<file path="src/rtl/pw_alu_pkg.sv">
// Shared definitions for the partial-width ALU: opcode values and flag
// bit positions. Assumes a 12-bit flag word.
package pw_alu_pkg;

    typedef enum logic [3:0] {
        OP_ADD  = 4'd0,
        OP_ADC  = 4'd1,
        OP_SUB  = 4'd2,
        OP_SBB  = 4'd3,
        OP_AND  = 4'd4,
        OP_OR   = 4'd5,
        OP_XOR  = 4'd6,
        OP_CMOV = 4'd7
    } op_e;

    localparam int FLAG_W   = 12;
    localparam int FB_CARRY = 0;
    localparam int FB_PAR   = 2;
    localparam int FB_AUX   = 4;
    localparam int FB_ZERO  = 6;
    localparam int FB_SIGN  = 7;
    localparam int FB_OVF   = 11;

    localparam logic [FLAG_W-1:0] FLAG_WR_MASK =
        (FLAG_W'(1) << FB_CARRY) | (FLAG_W'(1) << FB_PAR)  |
        (FLAG_W'(1) << FB_AUX)   | (FLAG_W'(1) << FB_ZERO) |
        (FLAG_W'(1) << FB_SIGN)  | (FLAG_W'(1) << FB_OVF);

endpackage

</file>
<file path="src/rtl/pw_alu_opsel.sv">
// Operand selection and width decode.
// Picks the second operand (register or zero-extended immediate) and turns
// the size code into a byte enable, a bit lane mask and a one-hot top bit.
// Assumes DATA_W is a power-of-two multiple of 8.
module pw_alu_opsel #(
    parameter int DATA_W = 64,
    parameter int IMM_W  = 8,
    localparam int NBYTES = DATA_W / 8,
    localparam int SZ_W   = $clog2($clog2(NBYTES) + 1)
) (
    input  logic [SZ_W-1:0]   op_size,
    input  logic              use_imm,
    input  logic [DATA_W-1:0] src2,
    input  logic [IMM_W-1:0]  imm,
    output logic [DATA_W-1:0] op2,
    output logic [NBYTES-1:0] byte_en,
    output logic [DATA_W-1:0] lane_mask,
    output logic [DATA_W-1:0] top_bit
);

    // Second operand mux with zero extension of the immediate.
    assign op2 = use_imm ? {{(DATA_W-IMM_W){1'b0}}, imm} : src2;

    // One enable per byte lane below the selected width.
    for (genvar i = 0; i < NBYTES; i++) begin : g_lane
        assign byte_en[i] = (i < (1 << op_size));
        assign lane_mask[8*i +: 8] = {8{byte_en[i]}};
    end

    // Highest selected bit, used for sign and carry-out.
    assign top_bit = lane_mask & ~(lane_mask >> 1);

endmodule

</file>
<file path="src/rtl/pw_alu_core.sv">
// Arithmetic and logic core.
// Computes the width-limited result and the candidate flag vector. It also
// decides whether the destination and flags are to be written, and whether
// the merge base is src1 (conditional move) or the old destination.
// Assumes operands are masked here by lane_mask.
module pw_alu_core
    import pw_alu_pkg::*;
#(
    parameter int DATA_W = 64
) (
    input  logic [3:0]        op_code,
    input  logic [DATA_W-1:0] src1,
    input  logic [DATA_W-1:0] op2,
    input  logic [DATA_W-1:0] lane_mask,
    input  logic [DATA_W-1:0] top_bit,
    input  logic              cf_in,
    input  logic              cond_true,
    output logic [DATA_W-1:0] res,
    output logic [FLAG_W-1:0] flg_calc,
    output logic              dst_we,
    output logic              flg_we,
    output logic              base_src1
);

    logic              is_arith, is_logic, is_mov, is_sub, cin;
    logic [DATA_W-1:0] b_x, lres;
    logic [DATA_W:0]   sum;
    logic              carry_out, sgn_a, sgn_b, sgn_r;

    // Decode operation class and the carry-in of the adder.
    always_comb begin
        is_arith = 1'b0;
        is_logic = 1'b0;
        is_mov   = 1'b0;
        is_sub   = 1'b0;
        cin      = 1'b0;
        case (op_code)
            OP_ADD:  is_arith = 1'b1;
            OP_ADC:  begin is_arith = 1'b1; cin = cf_in; end
            OP_SUB:  begin is_arith = 1'b1; is_sub = 1'b1; cin = 1'b1; end
            OP_SBB:  begin is_arith = 1'b1; is_sub = 1'b1; cin = ~cf_in; end
            OP_AND, OP_OR, OP_XOR: is_logic = 1'b1;
            OP_CMOV: is_mov = 1'b1;
            default: ;
        endcase
    end

    // Subtraction runs as addition of the complement.
    assign b_x = is_sub ? ~op2 : op2;
    assign sum = {1'b0, src1 & lane_mask} + {1'b0, b_x & lane_mask}
               + {{DATA_W{1'b0}}, cin};

    // Bitwise result for the logic class.
    always_comb begin
        case (op_code)
            OP_AND:  lres = src1 & op2;
            OP_OR:   lres = src1 | op2;
            default: lres = src1 ^ op2;
        endcase
    end

    // Width-limited result of the selected class.
    always_comb begin
        if (is_arith)      res = sum[DATA_W-1:0] & lane_mask;
        else if (is_logic) res = lres & lane_mask;
        else               res = op2 & lane_mask;
    end

    assign carry_out = |(sum[DATA_W:1] & top_bit);
    assign sgn_a     = |(src1 & top_bit);
    assign sgn_b     = |(b_x & top_bit);
    assign sgn_r     = |(res & top_bit);

    // Candidate flags at the operand width; logic ops clear CF, OF and AF.
    always_comb begin
        flg_calc           = '0;
        flg_calc[FB_PAR]   = ~^res[7:0];
        flg_calc[FB_ZERO]  = (res == '0);
        flg_calc[FB_SIGN]  = sgn_r;
        if (is_arith) begin
            flg_calc[FB_CARRY] = carry_out ^ is_sub;
            flg_calc[FB_OVF]   = (sgn_a == sgn_b) && (sgn_r != sgn_a);
            flg_calc[FB_AUX]   = src1[4] ^ op2[4] ^ sum[4];
        end
    end

    assign dst_we    = is_arith | is_logic | (is_mov & cond_true);
    assign flg_we    = is_arith | is_logic;
    assign base_src1 = is_mov;

endmodule

</file>
<file path="src/rtl/pw_alu_merge.sv">
// Result merge.
// Writes the result only into the enabled byte lanes of the destination,
// taking other lanes from src1 (conditional move) or the old destination.
// It then writes only the enabled, writable flag bits.
module pw_alu_merge
    import pw_alu_pkg::*;
#(
    parameter int DATA_W = 64,
    localparam int NBYTES = DATA_W / 8
) (
    input  logic [DATA_W-1:0] dst_old,
    input  logic [DATA_W-1:0] src1,
    input  logic [DATA_W-1:0] res,
    input  logic [NBYTES-1:0] byte_en,
    input  logic              base_src1,
    input  logic              dst_we,
    input  logic [FLAG_W-1:0] flags_old,
    input  logic [FLAG_W-1:0] flg_calc,
    input  logic [FLAG_W-1:0] flg_en,
    input  logic              flg_we,
    output logic [DATA_W-1:0] dst_out,
    output logic [FLAG_W-1:0] flags_out
);

    logic [FLAG_W-1:0] wmask;

    // Per-lane choice between result, merge base and old destination.
    for (genvar i = 0; i < NBYTES; i++) begin : g_byte
        always_comb begin
            if (!dst_we)        dst_out[8*i +: 8] = dst_old[8*i +: 8];
            else if (byte_en[i]) dst_out[8*i +: 8] = res[8*i +: 8];
            else if (base_src1)  dst_out[8*i +: 8] = src1[8*i +: 8];
            else                 dst_out[8*i +: 8] = dst_old[8*i +: 8];
        end
    end

    // Bitwise flag merge under the enable and writable masks.
    assign wmask     = flg_we ? (flg_en & FLAG_WR_MASK) : '0;
    assign flags_out = (flags_old & ~wmask) | (flg_calc & wmask);

endmodule

</file>
<file path="src/rtl/pw_alu.sv">
// Partial-width integer ALU micro-op, top level.
// Gives a registered result one cycle after op_vld. Outputs hold when no
// operation is issued. Synchronous active-low reset clears all outputs.
module pw_alu
    import pw_alu_pkg::*;
#(
    parameter int DATA_W = 64,
    parameter int IMM_W  = 8,
    localparam int NBYTES = DATA_W / 8,
    localparam int SZ_W   = $clog2($clog2(NBYTES) + 1)
) (
    input  logic              clk,
    input  logic              rst_n,
    input  logic              op_vld,
    input  logic [3:0]        op_code,
    input  logic [SZ_W-1:0]   op_size,
    input  logic              use_imm,
    input  logic [DATA_W-1:0] src1,
    input  logic [DATA_W-1:0] src2,
    input  logic [IMM_W-1:0]  imm,
    input  logic [DATA_W-1:0] dst_old,
    input  logic [FLAG_W-1:0] flags_old,
    input  logic [FLAG_W-1:0] flag_en,
    input  logic              cond_true,
    output logic              res_vld,
    output logic [DATA_W-1:0] dst_new,
    output logic [FLAG_W-1:0] flags_new
);

    logic [DATA_W-1:0] op2, lane_mask, top_bit, res, dst_nx;
    logic [NBYTES-1:0] byte_en;
    logic [FLAG_W-1:0] flg_calc, flg_nx;
    logic              dst_we, flg_we, base_src1;

    pw_alu_opsel #(.DATA_W(DATA_W), .IMM_W(IMM_W)) u_opsel (
        .op_size(op_size), .use_imm(use_imm), .src2(src2), .imm(imm),
        .op2(op2), .byte_en(byte_en), .lane_mask(lane_mask), .top_bit(top_bit)
    );

    pw_alu_core #(.DATA_W(DATA_W)) u_core (
        .op_code(op_code), .src1(src1), .op2(op2), .lane_mask(lane_mask),
        .top_bit(top_bit), .cf_in(flags_old[FB_CARRY]), .cond_true(cond_true),
        .res(res), .flg_calc(flg_calc), .dst_we(dst_we), .flg_we(flg_we),
        .base_src1(base_src1)
    );

    pw_alu_merge #(.DATA_W(DATA_W)) u_merge (
        .dst_old(dst_old), .src1(src1), .res(res), .byte_en(byte_en),
        .base_src1(base_src1), .dst_we(dst_we), .flags_old(flags_old),
        .flg_calc(flg_calc), .flg_en(flag_en), .flg_we(flg_we),
        .dst_out(dst_nx), .flags_out(flg_nx)
    );

    // Output register: capture on an issued operation, hold otherwise.
    always_ff @(posedge clk) begin
        if (!rst_n) begin
            res_vld   <= 1'b0;
            dst_new   <= '0;
            flags_new <= '0;
        end else begin
            res_vld <= op_vld;
            if (op_vld) begin
                dst_new   <= dst_nx;
                flags_new <= flg_nx;
            end
        end
    end

    // a 1-byte non-move op keeps every upper destination byte.
    assert_upper_kept_R1: assert property (@(posedge clk) disable iff (!rst_n)
        (res_vld && $past(op_code) <= 4'd6 && $past(op_size) == '0)
        |-> dst_new[DATA_W-1:8] == $past(dst_old[DATA_W-1:8]));

    // a zero enable mask leaves the whole flag word as it was.
    assert_zero_mask_R5: assert property (@(posedge clk) disable iff (!rst_n)
        (res_vld && $past(flag_en) == '0) |-> flags_new == $past(flags_old));

    // bits outside the writable set always pass through.
    assert_fixed_bits_R5: assert property (@(posedge clk) disable iff (!rst_n)
        res_vld |-> (flags_new & ~FLAG_WR_MASK) == ($past(flags_old) & ~FLAG_WR_MASK));

    // logic ops with carry enabled leave carry at zero.
    assert_logic_cf_clear_R6: assert property (@(posedge clk) disable iff (!rst_n)
        (res_vld && $past(op_code) >= 4'd4 && $past(op_code) <= 4'd6
         && $past(flag_en[FB_CARRY])) |-> !flags_new[FB_CARRY]);

    // a move with a false condition returns the old destination.
    assert_mov_false_R7: assert property (@(posedge clk) disable iff (!rst_n)
        (res_vld && $past(op_code) == 4'd7 && !$past(cond_true))
        |-> dst_new == $past(dst_old));

    // without an issued op, the destination output does not move.
    assert_idle_hold_R9: assert property (@(posedge clk) disable iff (!rst_n)
        !$past(op_vld) |-> $stable(dst_new));

endmodule

</file>
<file path="config.mk">
export PLATFORM = sky130hd
export DESIGN_NAME = pw_alu
export DESIGN_NICKNAME = d
export VERILOG_FILES = /design/src/rtl/pw_alu_pkg.sv /design/src/rtl/pw_alu_opsel.sv /design/src/rtl/pw_alu_core.sv /design/src/rtl/pw_alu_merge.sv /design/src/rtl/pw_alu.sv
export SDC_FILE = /design/constraint.sdc
export NUM_CORES = 1
export LEC_CHECK = 0
export BUFFER_PORTS_ARGS = -buffer_cell sky130_fd_sc_hd__buf_2
export CORE_ASPECT_RATIO = 1.4
export CORE_MARGIN = 2
export CORE_UTILIZATION = 45
export DETAILED_ROUTE_END_ITERATION = 12
export HOLD_SLACK_MARGIN = 0.15
export PLACE_DENSITY = 0.76
export SYNTH_ARGS = -nofsm -noshare
export SYNTH_HDL_FRONTEND = slang
export SYNTH_SLANG_ARGS = --single-unit
</file>
<file path="constraint.sdc">
create_clock -name clk -period 6.4 [get_ports clk]
set_input_delay 0.64 -clock clk [delete_from_list [all_inputs] [get_ports clk]]
set_output_delay 0.64 -clock clk [all_outputs]
set_load 0.01 [all_outputs]
</file>
==> out/results.md <==
| Metric | Reported |
|---|---|
| Post-CTS resize count | 0 |
| Launching instance or port of the critical path | use_imm |
| Global-route wire length before repair | 103000 um |
| Synth area leader | sky130_fd_sc_hd__ha_1 |
| Total non-filler cell area in the finished layout | 0.0174 mm2 |
| Number of placement rows | 79 |
| DPL Wire Length | 55200 um |
| Total of warnings raised by yosys | 0 |
| Startpoint of the lowest-slack register-to-register path | flags_new[6]$_SDFFE_PN0P_ |
| Per-instance average area after synthesis | 6.79 um2 |
| Overflow after GRT | 0 |
| Syn-to-layout area delta | 15.0% |
| Post-detailed-route wirelength per cell | 23.7 um |
| Chip height | 221 um |
| CTS max path bufs | 2 |
| Die Outline Area | 0.0352 mm2 |
| Critical Path Source Type | primary input |
| Clock insertion delay at the later pin of the skew report | 0.34 ns |
| Primary FF master, synth | sky130_fd_sc_hd__dfxtp_1 |
| CTS buffer count | 9 |
| Minimum setup slack among reg-to-reg paths | 3.50 ns |
| Post-synth EDFFs | 0 |
| Max Cap Violations | 0 |
| Largest driver fanout on the critical path | 8 |
| Actual transition at the worst max-transition pin | 1.04 ns |
| Power per unit of standard cell area | 131 mW/mm2 |
| Vias in the first global route | 17687 |
| End point of the critical path | flags_new[6]$_SDFFE_PN0P_ |
| Path category of the worst min-delay check | flip-flop to flip-flop |
| Antenna violations before repair | 1 |
| Type of the worst setup path | primary input to flip-flop |
| Sequential cell area fraction in the yosys report | 10.2% |
| Placer's final routability congestion estimate | 1.07 |
| Endpoints failing hold | 0 |
| Critical path data arrival time | 6.13 ns |
| Peak ir drop on the vdd network | 0.136 mV |
| Final min period | 5.87 ns |
| Result of the run | finished clean |
| Total GRT Usage | 37.2% |
| Die outline width | 159 um |
| Buffer count from post-CTS setup fixing | 0 |
| Number of nets in the layout | 2882 |
| DRC | 0 |
| Number of clock sinks | 77 |
| First DRT Iteration DRCs | 2206 |
| Synthesized netlist net count | 2665 |
| Terminus of the critical flop-to-flop path | flags_new[6]$_SDFFE_PN0P_ |
| WL final | 68700 um |
| Post-Syn Area | 0.0152 mm2 |
| Initial standard-cell utilization of the core | 45.7% |
| Synth cell types | 102 |
| Synth top area cells | sky130_fd_sc_hd__ha_1, sky130_fd_sc_hd__dfxtp_1, sky130_fd_sc_hd__nor2_1 |
| RSZ-0062 raised after global routing | no |
| Port bufs | 305 |
| Fin Setup TNS | 0 ns |
| Instance area after placement | 0.0171 mm2 |
| Largest net degree at the start of global routing | 83 |
| Post-synthesis register bit count | 77 |
| CTS HTree Levels | 3 |
| Fraction of synthesis flops using an asynchronous set or reset pin | 0% |
| Count of hold buffers inserted by post-cts repair | 0 |
| Vias post-DR | 18291 |
| Post-synth top area share | 16.1% |
| Remaining max-slew budget at the tightest pin | 30.5% |
| Number of vias per cell | 6.31 |
| Final Setup Violations | 0 |
| Share of post-route cells with drive strength above 1 | 19.0% |
| Highest clock frequency the design can meet | 170 MHz |
| Number of pins exceeding their max-slew limit in the final report | 0 |
| First drt pass iteration count | 6 |
| Sort of element at the end of the critical path | flip-flop |
| Final Cycle Share | 91.7% |
| Clock skew | 0 ns |
| Core ar. | 0.0332 mm2 |
| Leakage | 0.00807 uW |
| Clock Tree Root | sky130_fd_sc_hd__clkbuf_16 |
| Number of I/O pins | 312 |
| Required time of the critical path | 6.66 ns |
| Clock-pin slew reported for the worst setup and hold paths after clock tree synthesis | 0.06 ns |
| TritonCTS clock tree | done |
| Count of mapped cells out of synthesis | 2233 |
| Count of antenna-violating nets left after detailed routing | 0 |
| Cells on worst reg2reg path | 10 |
-- worst min path at each step --
| stage | startpoint | to | cells after the start |
|---|---|---|---|
| floorplan | dst_new[46]$_SDFFE_PN0P_ | dst_new[46]$_SDFFE_PN0P_ | 2 |
| global placement | flags_new[7]$_SDFFE_PN0P_ | flags_new[7]$_SDFFE_PN0P_ | 2 |
| detailed placement | flags_new[7]$_SDFFE_PN0P_ | flags_new[7]$_SDFFE_PN0P_ | 2 |
| CTS | dst_new[13]$_SDFFE_PN0P_ | dst_new[13]$_SDFFE_PN0P_ | 2 |
| global route | dst_new[19]$_SDFFE_PN0P_ | dst_new[19]$_SDFFE_PN0P_ | 2 |
| finish | dst_new[24]$_SDFFE_PN0P_ | dst_new[24]$_SDFFE_PN0P_ | 2 |
-- kinds of logic after synthesis --
kind of cell    synth area share, %
xor+xnor                       5.72
compound gates                 33.5
simple gates                   23.0
fa+ha+maj                      16.3
flops                          10.2
buf+inv                        8.65
mux                            2.61
-- cells in the mapped netlist, types with 14 or more instances --
cell	number
sky130_fd_sc_hd__a211oi_1	41
sky130_fd_sc_hd__a21o_1	27
sky130_fd_sc_hd__a21oi_1	207
sky130_fd_sc_hd__a221o_1	17
sky130_fd_sc_hd__a221oi_1	35
sky130_fd_sc_hd__a22oi_1	28
sky130_fd_sc_hd__a31oi_1	21
sky130_fd_sc_hd__and2_1	16
sky130_fd_sc_hd__buf_2	33
sky130_fd_sc_hd__clkbuf_1	116
sky130_fd_sc_hd__dfxtp_1	77
sky130_fd_sc_hd__ha_1	195
sky130_fd_sc_hd__inv_1	158
sky130_fd_sc_hd__mux2i_1	25
sky130_fd_sc_hd__nand2_1	168
sky130_fd_sc_hd__nand2b_1	47
sky130_fd_sc_hd__nand3_1	30
sky130_fd_sc_hd__nand4_1	39
sky130_fd_sc_hd__nor2_1	301
sky130_fd_sc_hd__nor2b_1	28
sky130_fd_sc_hd__nor3_1	37
sky130_fd_sc_hd__nor4_1	14
sky130_fd_sc_hd__o211ai_1	29
sky130_fd_sc_hd__o21a_1	17
sky130_fd_sc_hd__o21ai_0	122
sky130_fd_sc_hd__o22ai_1	62
sky130_fd_sc_hd__xnor2_1	86
-- metrics by stage --
| step | setup slack, ns | hold WS [ns] | utilization, % | instances | total power (uW) |
|---|---|---|---|---|---|
| floorplan | 0.312 | 0.490 | - | 2233 | 1290 |
| global placement | 0.500 | 0.454 | 51.5 | 2884 | 1670 |
| detailed placement | 0.388 | 0.461 | 51.5 | 2884 | 1690 |
| CTS | 0.705 | 0.482 | 52.5 | 2900 | 2260 |
| global route | 0.490 | 0.509 | 52.5 | 2901 | 2400 |
| finish | 0.534 | 0.482 | 52.5 | 2901 | 2280 |
-- critical path, stage by stage --
cell	delay, ns
sky130_fd_sc_hd__buf_2	0.25
sky130_fd_sc_hd__mux2_2	0.43
sky130_fd_sc_hd__inv_1	0.11
sky130_fd_sc_hd__xnor2_1	0.11
sky130_fd_sc_hd__fa_1	0.51
sky130_fd_sc_hd__inv_1	0.10
sky130_fd_sc_hd__fa_1	0.25
sky130_fd_sc_hd__nor2b_4	0.07
sky130_fd_sc_hd__o2111ai_1	0.27
sky130_fd_sc_hd__nand2_1	0.11
sky130_fd_sc_hd__xor2_1	0.15
sky130_fd_sc_hd__nand2_1	0.07
sky130_fd_sc_hd__o21ai_0	0.08
sky130_fd_sc_hd__a22oi_1	0.36
sky130_fd_sc_hd__ha_1	0.21
sky130_fd_sc_hd__nand4_1	0.08
sky130_fd_sc_hd__or3_1	0.41
sky130_fd_sc_hd__a311oi_1	0.42
sky130_fd_sc_hd__o2111ai_1	0.17
sky130_fd_sc_hd__nor4_1	0.25
sky130_fd_sc_hd__nand4_1	0.25
sky130_fd_sc_hd__nor4_1	0.33
sky130_fd_sc_hd__buf_4	0.17
sky130_fd_sc_hd__nand4_1	0.15
sky130_fd_sc_hd__o22ai_2	0.15
-- sequential cells by signal (all words and copies together), names as in the netlist --
register	cells
dst_new	64
flags_new	12
res_vld	1
-- final cells by class --
class	instances	area, um2
clock buffers	12	256
clock inverters	4	70.1
flip-flops and latches	77	1540
well taps	445	557
fillers	3390	15800
repair buffers	376	2080
inverters	158	593
diodes	1	2.50
multi-input cells	1828	12300
-- layout by cell type (no fill, tap or decap), types with 8 or more instances in the layout --
master and n:
sky130_fd_sc_hd__mux2i_1 25, sky130_fd_sc_hd__clkbuf_16 9, sky130_fd_sc_hd__o211ai_1 29, sky130_fd_sc_hd__o31ai_1 13, sky130_fd_sc_hd__a221oi_1 35, sky130_fd_sc_hd__buf_2 303
sky130_fd_sc_hd__o21ai_0 122, sky130_fd_sc_hd__a221o_1 17, sky130_fd_sc_hd__nor3_1 37, sky130_fd_sc_hd__nand2_1 167, sky130_fd_sc_hd__o21ai_1 11, sky130_fd_sc_hd__nand2b_1 46
sky130_fd_sc_hd__and2_1 15, sky130_fd_sc_hd__a31oi_1 21, sky130_fd_sc_hd__and3_1 10, sky130_fd_sc_hd__ha_1 195, sky130_fd_sc_hd__a21o_1 27, sky130_fd_sc_hd__a211oi_1 41
sky130_fd_sc_hd__or3_1 13, sky130_fd_sc_hd__a22oi_1 28, sky130_fd_sc_hd__nor2b_1 28, sky130_fd_sc_hd__nand3_1 30, sky130_fd_sc_hd__xnor2_1 86, sky130_fd_sc_hd__o21a_1 17
sky130_fd_sc_hd__xor2_1 13, sky130_fd_sc_hd__buf_4 72, sky130_fd_sc_hd__a311oi_1 10, sky130_fd_sc_hd__a21oi_2 9, sky130_fd_sc_hd__nand4_1 39, sky130_fd_sc_hd__inv_1 157
sky130_fd_sc_hd__o22ai_1 62, sky130_fd_sc_hd__dfxtp_1 77, sky130_fd_sc_hd__nor2_1 297, sky130_fd_sc_hd__nor4_1 14, sky130_fd_sc_hd__or2_2 8, sky130_fd_sc_hd__o21bai_1 10
sky130_fd_sc_hd__a21oi_1 207
-- routing by layer --
layer / vias up / track usage, % / wire [um]
li1: 8502 / - / -
met1: 8558 / 42.6 / 25700
met2: 986 / 64.1 / 32600
met3: 245 / 4.78 / 4650
met4: 0 / 26.0 / 5740
met5: - / 0 / 0
-- report_power, final --
part / switching (uW) / internal (uW) / total (uW) / leakage (uW)
logic: 749 / 435 / 1180 / 0.00727
registers: 20.3 / 517 / 537 / 0.000639
clock network: 198 / 361 / 560 / 0.000163
Power figures use the tool's default switching activity.
